==> src/rtl/errc_pkg.sv <==
package errc_pkg;
  parameter int RegW     = 32;
  parameter int NumFifo  = 16;
  parameter int NumCore  = 7;
  parameter int CoreBase = 20;
  parameter int TypeBase = 28;
  parameter int NumType  = 3;
  parameter int IdxW     = $clog2(RegW);

  // Strobes from control to datapath: one forced pulse, already decoded.
  typedef struct packed {
    logic [NumFifo-1:0] src;
    logic [NumType-1:0] kind;
    logic [NumCore-1:0] core;
  } forceStrobe_t;
endpackage

==> src/rtl/errc_ctrl.sv <==
module errc_ctrl
  import errc_pkg::*;
(
  input  logic            clk,
  input  logic            rstN,
  input  logic            lockOpen,
  input  logic            testWrEn,
  input  logic [IdxW-1:0] testWrIdx,
  output forceStrobe_t    strobe
);
  logic            pendQ;
  logic [IdxW-1:0] idxQ;
  logic            wrAccept;

  assign wrAccept = testWrEn && lockOpen;

  always_ff @(posedge clk or negedge rstN) begin
    if (!rstN) begin
      pendQ <= 1'b0;
      idxQ  <= '0;
    end else begin
      pendQ <= wrAccept;
      if (wrAccept) idxQ <= testWrIdx;
    end
  end

  genvar gi;
  generate
    for (gi = 0; gi < NumFifo; gi++) begin : g_src
      assign strobe.src[gi] = pendQ && (idxQ == IdxW'(gi));
    end
    for (gi = 0; gi < NumType; gi++) begin : g_kind
      assign strobe.kind[gi] = pendQ && (idxQ == IdxW'(TypeBase + gi));
    end
    for (gi = 0; gi < NumCore; gi++) begin : g_core
      assign strobe.core[gi] = pendQ && (idxQ == IdxW'(CoreBase + gi));
    end
  endgenerate

  function automatic logic isReserved(input logic [IdxW-1:0] n);
    return !((int'(n) < NumFifo) ||
             (int'(n) >= CoreBase && int'(n) < CoreBase + NumCore) ||
             (int'(n) >= TypeBase && int'(n) < TypeBase + NumType));
  endfunction

  AST_LOCKED_NO_FORCE: assert property (@(posedge clk) disable iff (!rstN)
    (testWrEn && !lockOpen) |=> (strobe == '0));
  AST_RESERVED_NO_FORCE: assert property (@(posedge clk) disable iff (!rstN)
    (wrAccept && isReserved(testWrIdx)) |=> (strobe == '0));
  AST_FORCE_SINGLE: assert property (@(posedge clk) disable iff (!rstN)
    $countones(strobe) <= 1);
endmodule

==> src/rtl/errc_datapath.sv <==
module errc_datapath
  import errc_pkg::*;
(
  input  logic               clk,
  input  logic               rstN,
  input  logic [NumFifo-1:0] fifoWrFullErr,
  input  logic [NumFifo-1:0] fifoRdEmptyErr,
  input  logic [NumFifo-1:0] fifoStateErr,
  input  logic [NumCore-1:0] coreErr,
  input  forceStrobe_t       strobe,
  output logic [RegW-1:0]    errCode,
  output logic               fatalAlert,
  output logic               irq
);
  logic [RegW-1:0]    errQ;
  logic [RegW-1:0]    setVec;
  logic [NumType-1:0] hwKind;

  assign hwKind = {|fifoStateErr, |fifoRdEmptyErr, |fifoWrFullErr};

  always_comb begin
    setVec = '0;
    setVec[NumFifo-1:0]              = fifoWrFullErr | fifoRdEmptyErr | fifoStateErr | strobe.src;
    setVec[CoreBase +: NumCore]      = coreErr | strobe.core;
    setVec[TypeBase +: NumType]      = hwKind | strobe.kind;
  end

  always_ff @(posedge clk or negedge rstN) begin
    if (!rstN) errQ <= '0;
    else       errQ <= errQ | setVec;
  end

  assign errCode    = errQ;
  assign fatalAlert = (|errQ[NumFifo-1:0]) || (|errQ[CoreBase +: NumCore]);
  assign irq        = |errQ;

  AST_STICKY: assert property (@(posedge clk) disable iff (!rstN)
    1'b1 |=> ((($past(errCode)) & ~errCode) == '0));
  AST_FIFO_SRC: assert property (@(posedge clk) disable iff (!rstN)
    1'b1 |=> ((($past(fifoWrFullErr | fifoRdEmptyErr | fifoStateErr)) & ~errCode[NumFifo-1:0]) == '0));
  AST_TYPE_WR: assert property (@(posedge clk) disable iff (!rstN)
    (|fifoWrFullErr) |=> errCode[TypeBase]);
  AST_CORE_SET: assert property (@(posedge clk) disable iff (!rstN)
    1'b1 |=> ((($past(coreErr)) & ~errCode[CoreBase +: NumCore]) == '0));
  AST_FATAL_HOLD: assert property (@(posedge clk) disable iff (!rstN)
    fatalAlert |=> fatalAlert);
endmodule

==> src/rtl/errc_collector.sv <==
module errc_collector
  import errc_pkg::*;
(
  input  logic               clk,
  input  logic               rstN,
  input  logic [NumFifo-1:0] fifoWrFullErr,
  input  logic [NumFifo-1:0] fifoRdEmptyErr,
  input  logic [NumFifo-1:0] fifoStateErr,
  input  logic [NumCore-1:0] coreErr,
  input  logic               lockOpen,
  input  logic               testWrEn,
  input  logic [IdxW-1:0]    testWrIdx,
  output logic [RegW-1:0]    errCode,
  output logic               fatalAlert,
  output logic               irq
);
  forceStrobe_t strobe;

  errc_ctrl u_ctrl (
    .clk       (clk),
    .rstN      (rstN),
    .lockOpen  (lockOpen),
    .testWrEn  (testWrEn),
    .testWrIdx (testWrIdx),
    .strobe    (strobe)
  );

  errc_datapath u_dp (
    .clk            (clk),
    .rstN           (rstN),
    .fifoWrFullErr  (fifoWrFullErr),
    .fifoRdEmptyErr (fifoRdEmptyErr),
    .fifoStateErr   (fifoStateErr),
    .coreErr        (coreErr),
    .strobe         (strobe),
    .errCode        (errCode),
    .fatalAlert     (fatalAlert),
    .irq            (irq)
  );
endmodule

==> config.mk <==
export PLATFORM = sky130hd
export DESIGN_NAME = errc_collector
export DESIGN_NICKNAME = d
export VERILOG_FILES = /design/src/rtl/errc_pkg.sv /design/src/rtl/errc_ctrl.sv /design/src/rtl/errc_datapath.sv /design/src/rtl/errc_collector.sv
export SDC_FILE = /design/constraint.sdc
export NUM_CORES = 1
export LEC_CHECK = 0
export CAP_MARGIN = 10
export CORE_MARGIN = 3
export CORE_UTILIZATION = 30
export CTS_CLUSTER_SIZE = 20
export DETAILED_ROUTE_END_ITERATION = 7
export DONT_BUFFER_PORTS = 1
export PLACE_DENSITY = 0.55
export SYNTH_ARGS = -nofsm -noshare
export SYNTH_HDL_FRONTEND = slang
export SYNTH_SLANG_ARGS = --single-unit
==> constraint.sdc <==
create_clock -name clk -period 1.5 [get_ports clk]
set_clock_uncertainty 0.15 [all_clocks]
set_input_delay 0.3 -clock clk [delete_from_list [all_inputs] [get_ports clk]]
set_output_delay 0.3 -clock clk [all_outputs]
set_load 0.05 [all_outputs]
-- Word level (Yosys, flattened, before mapping)
Cells that the tools add are included.
- input port bits: 64
- output and inout bits: 34
- logic and storage cells: 69
- bits in registers: 38
- eq/ne operators: 25
- reduce and logical (&&, ||, !) cells: 35
- bitwise logic cells: 6
- operator list (kind ; number):
    $reduce_or 16->1 ; 4
    $eq 5x5->1 const B ; 10
    $or 16x16->16 ; 3
    $eq 5x4->1 const B ; 8
    $or 32x31->32 ; 1
    $reduce_or 32->1 ; 1
    $logic_and 1x1->1 ; 27
    $eq 5x3->1 const B ; 4
    $eq 5x2->1 const B ; 2
    $or 7x7->7 ; 1
    $reduce_or 7->1 ; 1
    $eq 5x1->1 const B ; 1
    $logic_not 5->1 ; 1
    $or 3x3->3 ; 1
    $logic_or 1x1->1 ; 1

-- Logic depth before layout (Yosys ltp)
- word-level depth: 4
- mapped depth: 3
- gate-level depth less buffers: 3

-- Cells and area by module
Synthesis repeated with hierarchy kept, for this count alone.
- cells, all modules: 170
- area, all modules: 1562.7 µm²
- modules (own cells, without submodules) (module ; instances ; cells each ; area each (µm²) ; sequential area each (µm²)):
    errc_datapath ; 1 ; 116 ; 1121.1 ; 650.6
    errc_ctrl ; 1 ; 54 ; 441.7 ; 150.1

-- Worst setup path after synthesis
Ideal clock, no wire load.
- kind: register to output
- start point: reg u_dp.errQ[11] (netlist: u_dp.errCode[11])
- end point: out irq
- cell stages (with the launch flop): 4
- arrival: 1.556 ns
- setup slack: -0.506 ns
- path buffers: 0
- data required time: 1.050 ns
- cell sequence: dfrtp_1 > nor4_1 > and4_1 > nand4_1
- cells in the longest elaborated chain, start to end: 1
- ends and longest elaborated chain (what ; RTL line ; text):
    start, declared ; errc_datapath.sv:15 ; logic [RegW-1:0] errQ;
    start signal, assigned ; errc_datapath.sv:30 ; else errQ <= errQ | setVec;
    $reduce_or 32->1 ; errc_datapath.sv:35 ; assign irq = |errQ;
    end, declared ; errc_collector.sv:15 ; output logic irq
Every way passes these cells.

-- Worst setup path in the final report
- start point: reg u_dp.errQ[0] (netlist: u_dp.errCode[0])
- end point: out irq
The elaborated chain is that of the path after synthesis.

==> metrics list <==
* Min-Delay Startpoint: coreErr[2]
* Fraction of final layout cells with drive strength greater than 1: 0.372
* Final Hold Fails: 0
- Once placement finished, the instance area stood at between 1500 and 2000 um2.
- Pin count of the biggest net entering global routing: 33
- After detailed routing, the average wire length per cell comes to around 22 um.
- Yosys printed 0 warnings.
- Data on the critical path arrives at its endpoint at approximately 1.5 ns.
* Diodes inserted: 0
- Longest Clk Path Bufs: 2
- The critical path is of the reg -> out type.
- Cells taking the most area after synthesis: dfrtp_1 56%, nor4_1 12%, o21ai_0 6.3%, mux2_2 3.9%, buf_4 3.1%
- The later pin in the worst-skew pair is clocked with a latency of 0.28 ns.
- Initial Utilization: 0.321
* Final HPWL DP: 4550 um
- The via count of the first global-routing pass came to between 1,500 and 2,000.
- In the global route stage, overall resource usage came out at 0.218.
- Top cells by count, synth: 32 x dfrtp_1, 28 x nor4_1, 18 x o21ai_0
- Die outline height: 75.2 um
- Of the synthesized area, sequential elements account for 0.557.
- The most critical setup path has its startpoint at u_dp.errCode[0]$_DFF_PN0_.
- After layout, the design draws a total of between 2 and 2.5 mW.
* Overall die area: between 5000 and 6000 um2
* Number of antenna violations at the first check in global routing: 0
- Kind of launch point of the worst setup path: register
- H-tree level count: 2
- The count of nets left with antenna violations once routing finished came out at 0.
- Setup-violating endpoint count in the final report: 2
- Drt first-iter violations: 125
- Counting every instance in the synthesized netlist gives about 130.
* Final worst path period share: 1.32
* Maximum resistive drop on vdd: 0.000497 V
- A synthesized cell averages 10.8 um2.
- The floorplan step set the die width to roughly 75 um.
* Dpl ws: -0.260 ns
- Routability congestion estimate: ~0.85
- For this design the static power due to leakage is around 0.8 nW.
- Root Driver: clkbuf_8
- In this run, synthesis inferred 0 flip-flops with an integrated enable.
- Input and output buffers added on the ports amount to 0.
- Post-detailed-route DRC marker count: 0
- Setup repair after global routing could not meet its margin everywhere.
* Largest driver fanout on the critical path: 2
- Vias: 1,571
- The worst register-to-register path begins at u_ctrl.idxQ[1]$_DFFE_PN0P_.
* Top-level I/O count: between 90 and 100
* Period minus WS final: 1.99 ns
* Max-cap violation count: 0
- Number of vias per cell after detailed routing: between 5 and 6
* Area growth from synthesis to final layout: 62.4%
* Area of all placed cells without fillers: about 2300 um2
* Pwr/cell area: slightly below 900 nW/um2
- Pins over their slew limit: 0
- Among all flip-flop cells after synthesis, the most frequent one is dfrtp_1.
- Outcome: complete, but fails checks
* Most numerous cell in the Yosys netlist: dfrtp_1
- The floorplan has 24 rows.
- The total overflow left after global routing is 0.
- Setup fix buffers added after clock tree synthesis: 0
- Clock tree synthesis found a total of 32 sinks.
* Routed Wire Length: ~5900 um
- First drt pass iteration count: 4
* Number of distinct library cell variants in the gate-level netlist after synthesis: 24
* Area share of the largest cell type after synthesis: 0.557
- Net total in the final layout: between 200 and 300
* Async set-or-reset flop fraction in the synthesized netlist: 1.00
- Violations in the final reports: negative setup slack
- Buffers inserted during clock tree synthesis total 5.
- TritonCTS clock tree: yes
- Core area: 4470 um2
* Clock slew seen by the registers of the worst setup and hold paths: about 0.07 ns
- For the worst setup path, the data required time is 1.05 ns.
* Total negative slack for setup checks: -0.948 ns
- Final Worst Setup Slack: -0.487 ns
- Static timing analysis puts the maximum clock frequency at ~0.50 GHz.
- The first global-routing pass estimated 8800 um of wire.
- Summed over all instances, the cell type with the most area after synthesis is dfrtp_1.
- The min-delay analysis places its worst path in the category in -> reg.
- Netlist area before placement: roughly 1400 um2
- Setup crit end kind: output port
- Synthesized flop and latch total: 32
## per-layer routing
layer | share of wire | vias to the layer above | track usage
li1 | - | 673 | -
met1 | 0.35 | 777 | 0.241
met3 | 0.10 | 14 | 0.0748
met5 | 0 | - | 0
met2 | 0.52 | 107 | 0.386
met4 | 0.026 | 0 | 0.0796
## layout by cell type (no fill, tap or decap), types with 2 or more instances in the layout
master	instances
nand2b_1	2
mux2_2	5
dlygate4sd3_1	34
nor4_1	25
and4_4	2
buf_4	38
o21ai_0	18
a211o_1	4
nor3_1	5
nor2_1	6
conb_1	6
nand2_1	6
nor2b_1	2
clkbuf_8	5
nor4_2	2
nand4_1	3
nand3_1	2
dfrtp_1	17
dfrtp_2	15
buf_6	2
## worst paths after layout
path	end	slack, ns	depth (start not counted)
setup / recovery	irq	-0.49	4
hold / removal	u_dp.errCode[22]$_DFF_PN0_	0.003	2
setup reg to reg	u_dp.errCode[13]$_DFF_PN0_	0.06	3
hold reg to reg	u_dp.errCode[23]$_DFF_PN0_	0.45	1
max in group asynchronous	u_dp.errCode[23]$_DFF_PN0_	0.71	2
min in group asynchronous	u_dp.errCode[7]$_DFF_PN0_	0.30	2
## area by class of cell
class	count	area, um2
fill	415	2140
multi-input combinational	99	664
tap	52	65.1
clock buffer	5	68.8
sequential	32	820
timing repair buffer	75	668
inverter	1	3.75
clock inverter	3	42.5
## logic make-up after synthesis
kind of cell	Yosys count	synth area share
AO/OA/AOI/OAI	26	0.117
multiplexers	5	0.0392
other	1	0.00261
flip-flops	32	0.557
AND/OR/NAND/NOR	62	0.250
buffers and inverters	7	0.0340
## flip-flops by register name, indices dropped and copies added (netlist names)
name / cells
u_dp.errCode: 26
u_ctrl.idxQ: 5
u_ctrl.pendQ: 1
## power by group
part / total, mW / internal (mW) / switching [mW] / leakage, nW
combinational: 0.320 / 0.153 / 0.167 / 0.473
sequential: 0.899 / 0.884 / 0.0151 / 0.294
clock: 0.804 / 0.491 / 0.314 / 0.0541
## critical path, cell delays in order (launching register included)
cell and delay [ns]:
dfrtp_2 0.43, nor4_4 0.27, and4_4 0.26, nand4_1 0.11
buf_6 0.19
## per-stage QoR
stage          hold slack (ns)  utilization  std cells
2_1_floorplan           -0.146            -        138
3_3_place_gp            -0.144        0.404        224
3_5_place_dp            -0.144        0.404        224
4_1_cts              0.0000214        0.514        267
5_1_grt                0.00142        0.521        267
6_report               0.00301        0.521        267
## what timing repair did
item,CTS,global route
endpoints found under the hold margin,48,0
hold buffers,35,0
endpoints found under the setup margin,3,10
pin swaps,1,2
gates resized for setup,5,8
Note: power is estimated with default switching activity, not from simulation.
